## config.mk

```make
export PLATFORM = sky130hd
export DESIGN_NAME = spi_regif
export DESIGN_NICKNAME = d
export VERILOG_FILES = /design/src/rtl/spi_regif_pkg.sv /design/src/rtl/spi_regif_sync.sv /design/src/rtl/spi_regif_shift.sv /design/src/rtl/spi_regif_bank.sv /design/src/rtl/spi_regif.sv
export SDC_FILE = /design/constraint.sdc
export NUM_CORES = 1
export LEC_CHECK = 0
export BUFFER_PORTS_ARGS = -buffer_cell sky130_fd_sc_hd__clkbuf_2
export CORE_MARGIN = 2
export CORE_UTILIZATION = 25
export DETAILED_ROUTE_END_ITERATION = 10
export REMOVE_ABC_BUFFERS = 1
export SLEW_MARGIN = 20
export SYNTH_ARGS = -nofsm -noshare
export SYNTH_HDL_FRONTEND = slang
export SYNTH_SLANG_ARGS = --single-unit
```

## constraint.sdc

```tcl
create_clock -name clk -period 2.3 [get_ports clk]
set_input_delay 0.46 -clock clk [delete_from_list [all_inputs] [get_ports clk]]
set_output_delay 0.46 -clock clk [all_outputs]
set_load 0.02 [all_outputs]
```

## src/rtl/spi_regif_pkg.sv

```systemverilog
package spi_regif_pkg;
  localparam int BYTE_W    = 8;
  localparam int ADDR_W    = 5;
  localparam int WD_EN_BIT = 7;
  localparam logic [2:0] OP_WRITE = 3'b100;

  typedef logic [BYTE_W-1:0] byte_t;

  // write opcode sits in the top three bits of the command
  function automatic logic cmd_is_write(byte_t cmd);
    return cmd[BYTE_W-1 -: 3] == OP_WRITE;
  endfunction

  function automatic logic [ADDR_W-1:0] cmd_addr(byte_t cmd);
    return cmd[ADDR_W-1:0];
  endfunction
endpackage

```

## src/rtl/spi_regif_sync.sv

```systemverilog
module spi_regif_sync #(
  parameter int   STAGES  = 2,
  parameter logic RST_VAL = 1'b0
) (
  input  logic clk,
  input  logic rst_n,
  input  logic d,
  output logic q
);
  logic [STAGES-1:0] chain;

  always_ff @(posedge clk or negedge rst_n) begin
    if (!rst_n) chain <= {STAGES{RST_VAL}};
    else        chain <= {chain[STAGES-2:0], d};
  end

  assign q = chain[STAGES-1];
endmodule

```

## src/rtl/spi_regif_shift.sv

```systemverilog
module spi_regif_shift
  import spi_regif_pkg::*;
(
  input  logic  clk,
  input  logic  rst_n,
  input  logic  sclk_s,
  input  logic  cs_n_s,
  input  logic  mosi_s,
  input  byte_t load_data,
  output logic  miso,
  output logic  byte_done,
  output byte_t rx_byte,
  output logic  load_evt,
  output logic  frame_end
);
  localparam int CNT_W = $clog2(BYTE_W + 1);

  logic             sclk_q, cs_n_q;
  logic [CNT_W-1:0] bit_cnt;
  byte_t            rx_sh, tx_sh;
  logic             active, sclk_rise, sclk_fall;

  assign active    = !cs_n_s;
  assign sclk_rise = active && sclk_s && !sclk_q;
  assign sclk_fall = active && !sclk_s && sclk_q;
  assign byte_done = sclk_rise && (bit_cnt == CNT_W'(BYTE_W - 1));
  assign rx_byte   = {rx_sh[BYTE_W-2:0], mosi_s};
  assign load_evt  = sclk_fall && (bit_cnt == CNT_W'(BYTE_W));
  assign frame_end = cs_n_s && !cs_n_q;
  assign miso      = tx_sh[BYTE_W-1];

  always_ff @(posedge clk or negedge rst_n) begin
    if (!rst_n) begin
      sclk_q  <= 1'b0;
      cs_n_q  <= 1'b1;
      bit_cnt <= '0;
      rx_sh   <= '0;
      tx_sh   <= '0;
    end else begin
      sclk_q <= sclk_s;
      cs_n_q <= cs_n_s;
      if (!active) begin
        bit_cnt <= '0;
      end else if (sclk_rise) begin
        rx_sh   <= rx_byte;
        bit_cnt <= bit_cnt + CNT_W'(1);
      end else if (sclk_fall) begin
        if (load_evt) begin
          tx_sh   <= load_data;
          bit_cnt <= '0;
        end else begin
          tx_sh <= {tx_sh[BYTE_W-2:0], 1'b0};
        end
      end
    end
  end

  a_r1_bit_count_bound: assert property (@(posedge clk) disable iff (!rst_n)
    bit_cnt <= CNT_W'(BYTE_W));
  a_r1_miso_moves_on_fall: assert property (@(posedge clk) disable iff (!rst_n)
    !$past(sclk_fall) |-> $stable(miso));
  a_r6_idle_count_clear: assert property (@(posedge clk) disable iff (!rst_n)
    cs_n_s |=> bit_cnt == '0);
endmodule

```

## src/rtl/spi_regif_bank.sv

```systemverilog
module spi_regif_bank
  import spi_regif_pkg::*;
#(
  parameter int NUM_CTRL = 4,
  parameter int NUM_STAT = 2
) (
  input  logic                         clk,
  input  logic                         rst_n,
  input  logic                         cs_n_s,
  input  logic                         wr_en,
  input  logic [ADDR_W-1:0]            addr,
  input  byte_t                        wr_data,
  output byte_t                        rd_data,
  input  logic [NUM_STAT*BYTE_W-2:0]   stat_i,
  input  logic                         wd_trip_i,
  output logic [NUM_CTRL*BYTE_W-1:0]   ctrl_o
);
  logic [NUM_CTRL-1:0][BYTE_W-1:0] ctrl_q;
  logic [NUM_STAT-1:0][BYTE_W-1:0] snap_q;
  logic [NUM_STAT*BYTE_W-1:0]      stat_full;
  logic                            wd_flag, wd_clr;

  assign stat_full = {stat_i[NUM_STAT*BYTE_W-2:BYTE_W-1], wd_flag, stat_i[BYTE_W-2:0]};
  assign wd_clr    = wr_en && (addr == '0) && !wr_data[WD_EN_BIT];
  assign ctrl_o    = ctrl_q;

  always_ff @(posedge clk or negedge rst_n) begin
    if (!rst_n) begin
      ctrl_q  <= '0;
      snap_q  <= '0;
      wd_flag <= 1'b0;
    end else begin
      for (int i = 0; i < NUM_CTRL; i++)
        if (wr_en && addr == ADDR_W'(i)) ctrl_q[i] <= wr_data;
      if (cs_n_s) snap_q <= stat_full;
      if (wd_clr)         wd_flag <= 1'b0;
      else if (wd_trip_i) wd_flag <= 1'b1;
    end
  end

  always_comb begin
    rd_data = '0;
    for (int i = 0; i < NUM_CTRL; i++)
      if (addr == ADDR_W'(i)) rd_data = ctrl_q[i];
    for (int s = 0; s < NUM_STAT; s++)
      if (addr == ADDR_W'(NUM_CTRL + s)) rd_data = snap_q[s];
  end

  a_r7_snapshot_frozen: assert property (@(posedge clk) disable iff (!rst_n)
    !$past(cs_n_s) |-> $stable(snap_q));
  a_r5_commit_at_release: assert property (@(posedge clk) disable iff (!rst_n)
    !$past(cs_n_s) |-> $stable(ctrl_q));
  a_r9_protected_addr: assert property (@(posedge clk) disable iff (!rst_n)
    (wr_en && addr >= ADDR_W'(NUM_CTRL)) |=> $stable(ctrl_q));
  a_r10_flag_clear: assert property (@(posedge clk) disable iff (!rst_n)
    (wr_en && addr == '0 && !wr_data[WD_EN_BIT]) |=> !wd_flag);
endmodule

```

## src/rtl/spi_regif.sv

```systemverilog
module spi_regif
  import spi_regif_pkg::*;
#(
  parameter int NUM_CTRL    = 4,
  parameter int NUM_STAT    = 2,
  parameter int SYNC_STAGES = 2
) (
  input  logic                       clk,
  input  logic                       rst_n,
  input  logic                       sclk,
  input  logic                       cs_n,
  input  logic                       mosi,
  output logic                       miso,
  input  logic [NUM_STAT*BYTE_W-2:0] stat_i,
  input  logic                       wd_trip_i,
  output logic [NUM_CTRL*BYTE_W-1:0] ctrl_o
);
  localparam int         NPINS    = 3;
  localparam logic [2:0] SYNC_RST = 3'b100;  // {cs_n, sclk, mosi}

  logic [NPINS-1:0] pin_raw, pin_s;
  logic  sclk_s, cs_n_s, mosi_s;
  logic  byte_done, load_evt, frame_end, wr_en, wr_pend;
  byte_t rx_byte, rd_data, cmd_q, wdata_q;
  logic [1:0] byte_idx;

  assign pin_raw = {cs_n, sclk, mosi};
  for (genvar g = 0; g < NPINS; g++) begin : g_sync
    spi_regif_sync #(.STAGES(SYNC_STAGES), .RST_VAL(SYNC_RST[g])) u_sync (
      .clk(clk), .rst_n(rst_n), .d(pin_raw[g]), .q(pin_s[g]));
  end
  assign {cs_n_s, sclk_s, mosi_s} = pin_s;

  spi_regif_shift u_shift (
    .clk(clk), .rst_n(rst_n), .sclk_s(sclk_s), .cs_n_s(cs_n_s), .mosi_s(mosi_s),
    .load_data(rd_data), .miso(miso), .byte_done(byte_done), .rx_byte(rx_byte),
    .load_evt(load_evt), .frame_end(frame_end));

  // frame sequencing: byte 0 is the command, byte 1 the write data
  always_ff @(posedge clk or negedge rst_n) begin
    if (!rst_n) begin
      byte_idx <= '0;
      cmd_q    <= '0;
      wdata_q  <= '0;
      wr_pend  <= 1'b0;
    end else if (cs_n_s) begin
      byte_idx <= '0;
      wr_pend  <= 1'b0;
    end else if (byte_done) begin
      if (byte_idx == 2'd0) begin
        cmd_q <= rx_byte;
      end else if (byte_idx == 2'd1 && cmd_is_write(cmd_q)) begin
        wdata_q <= rx_byte;
        wr_pend <= 1'b1;
      end
      if (byte_idx != 2'd2) byte_idx <= byte_idx + 2'd1;
    end
  end

  assign wr_en = frame_end && wr_pend;

  spi_regif_bank #(.NUM_CTRL(NUM_CTRL), .NUM_STAT(NUM_STAT)) u_bank (
    .clk(clk), .rst_n(rst_n), .cs_n_s(cs_n_s), .wr_en(wr_en),
    .addr(cmd_addr(cmd_q)), .wr_data(wdata_q), .rd_data(rd_data),
    .stat_i(stat_i), .wd_trip_i(wd_trip_i), .ctrl_o(ctrl_o));

  a_r6_commit_full_frame: assert property (@(posedge clk) disable iff (!rst_n)
    wr_en |-> byte_idx == 2'd2);
  a_r11_commit_write_op: assert property (@(posedge clk) disable iff (!rst_n)
    wr_en |-> cmd_is_write(cmd_q));
  a_r3_load_after_byte: assert property (@(posedge clk) disable iff (!rst_n)
    load_evt |-> byte_idx != 2'd0);
endmodule

```

; After elaboration in Yosys (flattened, before gate mapping)
; Index checks and enable logic that the tools add are counted.
[word_totals]
regBits = 95
latch_bits = 0
ram_bits = 0
romBits = 0
inputBits = 21
out_inout_bits = 33
word_cells = 89
n_memories = 0
[classes]
add_sub_neg = 2
mul = 0
n_div = 0
order_cmp = 0
eq_ne = 11
shift = 0
n_mux = 20
bitwise = 3
n_reduce_logical = 34
[ops]
columns = cell, count
row1 = $mux W8, 7
row2 = $mux W4, 4
row3 = $logic_and A1 B1 Y1, 14
row4 = $eq A5 B2 Y1 const B, 2
row5 = $eq A5 B3 Y1 const B, 2
row6 = $reduce_and A3 Y1, 3
row7 = $reduce_bool A2 Y1, 4
row8 = $mux W1, 6
row9 = $mux W2, 3
row10 = $reduce_and A2 Y1, 3
row11 = $reduce_bool A3 Y1, 2
row12 = $eq A5 B1 Y1 const B, 1
row13 = $logic_not A1 Y1, 5
row14 = $logic_not A5 Y1, 1
row15 = $add A4 B1 Y4 const B, 1
row16 = $eq A4 B3 Y1 const B, 1
row17 = $eq A4 B4 Y1 const B, 1
row18 = $reduce_and A4 Y1, 1
row19 = $eq A3 B3 Y1 const B, 1
row20 = $not A1 Y1, 3
row21 = $add A2 B1 Y2 const B, 1
row22 = $eq A2 B1 Y1 const B, 1
row23 = $logic_not A2 Y1, 1
row24 = $ne A2 B1 Y1 const B, 1
row25 = $ne A2 B2 Y1 const B, 1

; Depth between registers and ports, before layout
[depth]
word_depth = 8
mapped_depth = 7
depth_no_buf = 6

; Modules after synthesis
; Synthesis repeated with hierarchy kept, for this count alone.
[unflattened]
hier_cells = 339
area_unflattened_um2 = 4277.9
[by_module_without_submodules]
columns = module, instances, cells_each, area_per_inst_um2, seq_area_each_um2
row1 = spi_regif_bank, 1, 194, 2346.0, 1226.2
row2 = spi_regif_shift, 1, 88, 984.7, 526.8
row3 = spi_regif, 1, 51, 794.5, 475.5
row4 = spi_regif_sync at g_sync[0].u_sync ..., 2, 2, 50.0, 50.0
row5 = spi_regif_sync at g_sync[2].u_sync, 1, 2, 52.6, 52.6

; Least setup slack after synthesis
; OpenSTA, ideal clock, no wires.
[synth_path]
kind = register to register
from = reg cmd_q[4]
to = reg u_bank.ctrl_q, in the netlist u_bank.ctrl_o[0]
setup_time_ns = 0.125
arrival_time_ns = 1.934
required_ns = 2.175
setup_slack_ns = 0.240
path_stages_with_launch = 7
path_buffers = 3
period_less_slack_ns = 2.060
cell_sequence = dfrtp_1 > buf_6 > or4_4 > buf_6 > or3_4 > buf_6 > mux2_4
[synth_between]
elab_chain_cells = 2
[synth_lines]
columns = element, line_no
row1 = start: declaration, spi_regif.sv:24  ; byte_t rx_byte, rd_data, cmd_q, wdata_q;
row2 = start signal: assignment, spi_regif.sv:51  ; cmd_q <= rx_byte;
row3 = $logic_not A5 Y1, spi_regif_bank.sv:34  ; if (wr_en && addr == ADDR_W'(i)) ctrl_q[i] <= wr_data;
row4 = $logic_and A1 B1 Y1, spi_regif_bank.sv:34
row5 = end signal: indexed assignment, spi_regif_bank.sv:34
row6 = end: declaration, spi_regif_bank.sv:18  ; logic [NUM_CTRL-1:0][BYTE_W-1:0] ctrl_q;
; No other way between the ends.
; A chain may end at the register's enable or synchronous reset.

; Final worst setup path
[layout_path]
from = reg cmd_q[4]
to = reg u_bank.ctrl_q, in the netlist u_bank.ctrl_o[14]
[layout_between]
elab_chain_cells = 2
[layout_lines]
columns = element, line_no
row1 = $eq A5 B1 Y1, spi_regif_bank.sv:34
row2 = $logic_and A1 B1 Y1, spi_regif_bank.sv:34
; No other way between the ends.

==> flow_summary.rst <==
.. list-table::
   :header-rows: 1

   * - Metric
     - Value
   * - Result of the run
     - completed
   * - Area leader, netlist
     - sky130_fd_sc_hd__dfrtp_1
   * - Root buffer selected by CTS
     - sky130_fd_sc_hd__clkbuf_16
   * - Count of cells resized by post-cts repair
     - 0
   * - Cell types with the largest area share after synthesis
     - sky130_fd_sc_hd__dfrtp_1 54%, sky130_fd_sc_hd__mux2_2 13%, sky130_fd_sc_hd__mux2_4 2.8%, sky130_fd_sc_hd__o21ai_0 2.7%, sky130_fd_sc_hd__nand2_1 2.5%
   * - Gate Count Post-Synth
     - about 350
   * - CTS H-Tree Depth
     - 3
   * - Wire length of the first global-routing pass
     - around 17000 µm
   * - Areal power density over the cells
     - about 730 nW/µm²
   * - Count of antenna diodes in the layout
     - 0
   * - Minimum clock period
     - a little over 2 ns
   * - Via count
     - between 2000 and 3000
   * - Remaining design rule violation count
     - 0
   * - Clock tree buffer depth
     - 2
   * - Class of the most critical setup path
     - flip-flop to flip-flop
   * - Critical path startpoint category
     - flip-flop
   * - # rows
     - 47
   * - Number of detailed-route iterations in the first pass
     - 4
   * - Final Instance Area
     - between 5000 and 6000 µm²
   * - Number of hold violations in the final report
     - 0
   * - Antenna violations before repair
     - 0
   * - Cells after DPL
     - 623
   * - Pleak
     - 2.333 nW
   * - Latest clock arrival within the worst-skew pair
     - about 0.35 ns
   * - Average wire length per cell after detail routing
     - 15.62 µm
   * - Count of flip-flops with a built-in enable after synthesis
     - 0
   * - Total routing resource utilization after global routing
     - between 10% and 20%
   * - Total Die Area
     - roughly 18000 µm²
   * - Cell area after synthesis
     - 4270 µm²
   * - Largest vdd supply drop
     - roughly 0.00042 V
   * - Number of standard cells in the final layout excluding fillers
     - 639
   * - Clock tree sinks
     - 95
   * - CTS tree
     - built
   * - Slew HR
     - a little over 60%
   * - Post-synthesis register bit count
     - between 90 and 100
   * - Area of the core
     - 16640 µm²
   * - Number of fill cells in the layout
     - 1707
   * - # Max-Cap Violations
     - 0
   * - Worst-path fanout max
     - 9
   * - Mean Syn Cell Area
     - 12.06 µm²
   * - FF-to-FF setup slack
     - approximately 0.24 ns
   * - Layout-stage area growth over the synthesis result
     - 21.59%
   * - Crit path setup slack, layout
     - ~0.24 ns
   * - Crit path arrival time
     - around 2.3 ns
   * - Global placement routability congestion
     - 0.7998
   * - IO Count
     - 54
   * - Clock-pin slew on the worst setup and hold paths
     - roughly 0.070 ns
   * - Die boundary height
     - about 130 µm
   * - Worst-case setup slack after placement
     - 0.2409 ns
   * - DP HPWL
     - ~7500 µm
   * - Placed cell areas
     - ~4800 µm²
   * - Sequential fraction of the synthesis area
     - around 56%
   * - Effective utilization at floorplan
     - roughly 26%
   * - Number of port buffers
     - 53
   * - Clk_skew
     - 0.007251 ns
   * - Iteration-0 DRC count of the detailed router
     - 192
   * - Total of hold buffers inserted after clock tree synthesis
     - 0
   * - Final period utilization
     - ~90%
   * - Share of cells above drive strength 1
     - 36.28%
   * - Width of the die
     - 134.7 µm
   * - Worst Hold Slack
     - roughly 0.067 ns
   * - Setup repair after global routing missed its margin
     - false
   * - Required arrival time at the worst endpoint
     - roughly 2.5 ns
   * - Number of distinct standard cells referenced by the synthesized netlist
     - 43
   * - Total clock buffers created by CTS
     - 9
   * - Via density per instance
     - 4.573
   * - Overflow left after global routing
     - 0
   * - Startpoint of the worst setup timing path
     - cmd_q[4]
   * - Total setup violations reported at the end of the flow
     - 0
   * - Ys async rst share
     - between 90% and 100%
   * - Worst hold path type
     - input pin to async pin
   * - Final Max Slew Viols
     - 0
   * - Number of global-route vias before repair
     - about 3100
   * - Synth top area share
     - between 50 and 60%
   * - Synthesis Warnings
     - 0
   * - Final Net Count
     - 440
   * - Most instantiated flip-flop cell in the synthesis netlist
     - sky130_fd_sc_hd__dfrtp_1
   * - Detailed-route wire length
     - about 10000 µm
   * - Slew of the pin with the lowest slew margin
     - roughly 0.55 ns
   * - Setup Fix Bufs, Post-CTS
     - 0
   * - Largest net degree at the start of global routing
     - 41
   * - Kind of end point of the critical path
     - flip-flop
   * - Worst r2r src
     - cmd_q[4]
   * - Maximum clock frequency
     - about 480 MHz
   * - Number of nets still failing antenna checks after routing
     - 0
==> area by class of cell <==
class                           instances  area (µm²)  share of cell area (%)
Sequential cell                        95        2381                   45.86
Multi-Input combinational cell        221        1733                   33.37
Tap cell                              220       275.3                   5.301
Inverter                               21       78.83                   1.518
Clock buffer                           11       242.7                   4.675
Timing Repair Buffer                   66       377.9                   7.277
Clock inverter                          5       103.9                   2.000
==> power by group <==
group	internal [mW]	switching (mW)	total, mW
logic	0.108	0.109	0.217
clock network	1.09	0.617	1.71
registers	1.79	0.0896	1.88
==> cell families after synthesis <==
logic type | share of synthesized area (%)
DFF | 55.76
and+or+nand+nor | 10.37
AOI/OAI and AO/OA | 10.40
muxes | 17.23
buffers and inverters | 3.956
adders and majority gates | 1.465
xor gates and xnor gates | 0.8205
==> path summary, 6_finish.rpt <==
kind                                              to  depth (start not counted)
setup / recovery                   u_bank.ctrl_o[14]                          3
hold / removal                      u_bank.snap_q[6]                          1
setup reg to reg                   u_bank.ctrl_o[14]                          3
hold reg to reg            g_sync[0].u_sync.chain[1]                          0
max in group asynchronous                   cmd_q[2]                          2
min in group clk           g_sync[2].u_sync.chain[0]                          1
==> cell usage after synthesis (2+ instances only) <==
cell type and count:
sky130_fd_sc_hd__o21a_1 6, sky130_fd_sc_hd__nor2_1 17, sky130_fd_sc_hd__nand4b_1 2, sky130_fd_sc_hd__nand3b_1 6, sky130_fd_sc_hd__nor4_1 2, sky130_fd_sc_hd__mux2i_1 3, sky130_fd_sc_hd__xnor2_1 3, sky130_fd_sc_hd__nand3_1 2
sky130_fd_sc_hd__a211oi_1 2, sky130_fd_sc_hd__nor3b_1 2, sky130_fd_sc_hd__clkbuf_1 13, sky130_fd_sc_hd__nand2b_1 9, sky130_fd_sc_hd__ha_1 5, sky130_fd_sc_hd__dfrtp_1 92, sky130_fd_sc_hd__a32oi_1 6, sky130_fd_sc_hd__dfstp_2 3
sky130_fd_sc_hd__mux2_2 50, sky130_fd_sc_hd__inv_1 21, sky130_fd_sc_hd__a21oi_1 14, sky130_fd_sc_hd__nand2_1 29, sky130_fd_sc_hd__a2111oi_0 2, sky130_fd_sc_hd__o211ai_1 8, sky130_fd_sc_hd__mux2_4 8, sky130_fd_sc_hd__a221oi_1 6
sky130_fd_sc_hd__o21ai_0 23, sky130_fd_sc_hd__buf_6 3
==> flip-flops by register name, summed over array words and instances, names as in the netlist <==
register,flops
u_bank.ctrl_o,32
u_bank.snap_q,16
cmd_q,8
u_shift.tx_sh,8
wdata_q,8
u_shift.rx_sh,7
g_sync.u_sync.chain,6
u_shift.bit_cnt,4
byte_idx,2
u_bank.wd_flag,1
u_shift.cs_n_q,1
u_shift.sclk_q,1
wr_pend,1
==> worst max-delay path, cell delays in order (launching register included) <==
cell and delay, ns:
sky130_fd_sc_hd__dfrtp_1 0.47, sky130_fd_sc_hd__or4_4 0.65, sky130_fd_sc_hd__nor3_4 0.44, sky130_fd_sc_hd__mux2_2 0.39
==> layer usage <==
layer | up-vias | GRT usage [%] | wire length (µm)
met3 | 19 | 3.341 | 486
met2 | 61 | 19.04 | 4741
li1 | 1373 | - | -
met5 | - | 0 | 0
met4 | 0 | 3.977 | 242
met1 | 1469 | 15.26 | 4509
==> cell usage in the layout (no fill, tap or decap), types with 8 or more instances in the layout <==
cell type,synthesis,routed
sky130_fd_sc_hd__dfrtp_1,92,92
sky130_fd_sc_hd__clkbuf_2,0,52
sky130_fd_sc_hd__mux2_2,50,50
sky130_fd_sc_hd__nand2_1,29,29
sky130_fd_sc_hd__o21ai_0,23,23
sky130_fd_sc_hd__inv_1,21,21
sky130_fd_sc_hd__nor2_1,17,17
sky130_fd_sc_hd__a21oi_1,14,14
sky130_fd_sc_hd__buf_4,1,13
sky130_fd_sc_hd__nand2b_1,9,9
sky130_fd_sc_hd__clkbuf_16,0,9
sky130_fd_sc_hd__mux2_4,8,8
sky130_fd_sc_hd__o211ai_1,8,8
==> metrics by stage <==
step	utilization [%]	power, mW	TNS (ns)
6_report	31.20	3.804	0
4_1_cts	31.20	3.845	0
3_3_place_gp	29.12	2.114	0
5_1_grt	31.20	3.961	0
3_5_place_dp	29.12	2.127	0
2_1_floorplan	-	2.003	-3.815
Note: power is estimated with default switching activity, not from simulation.
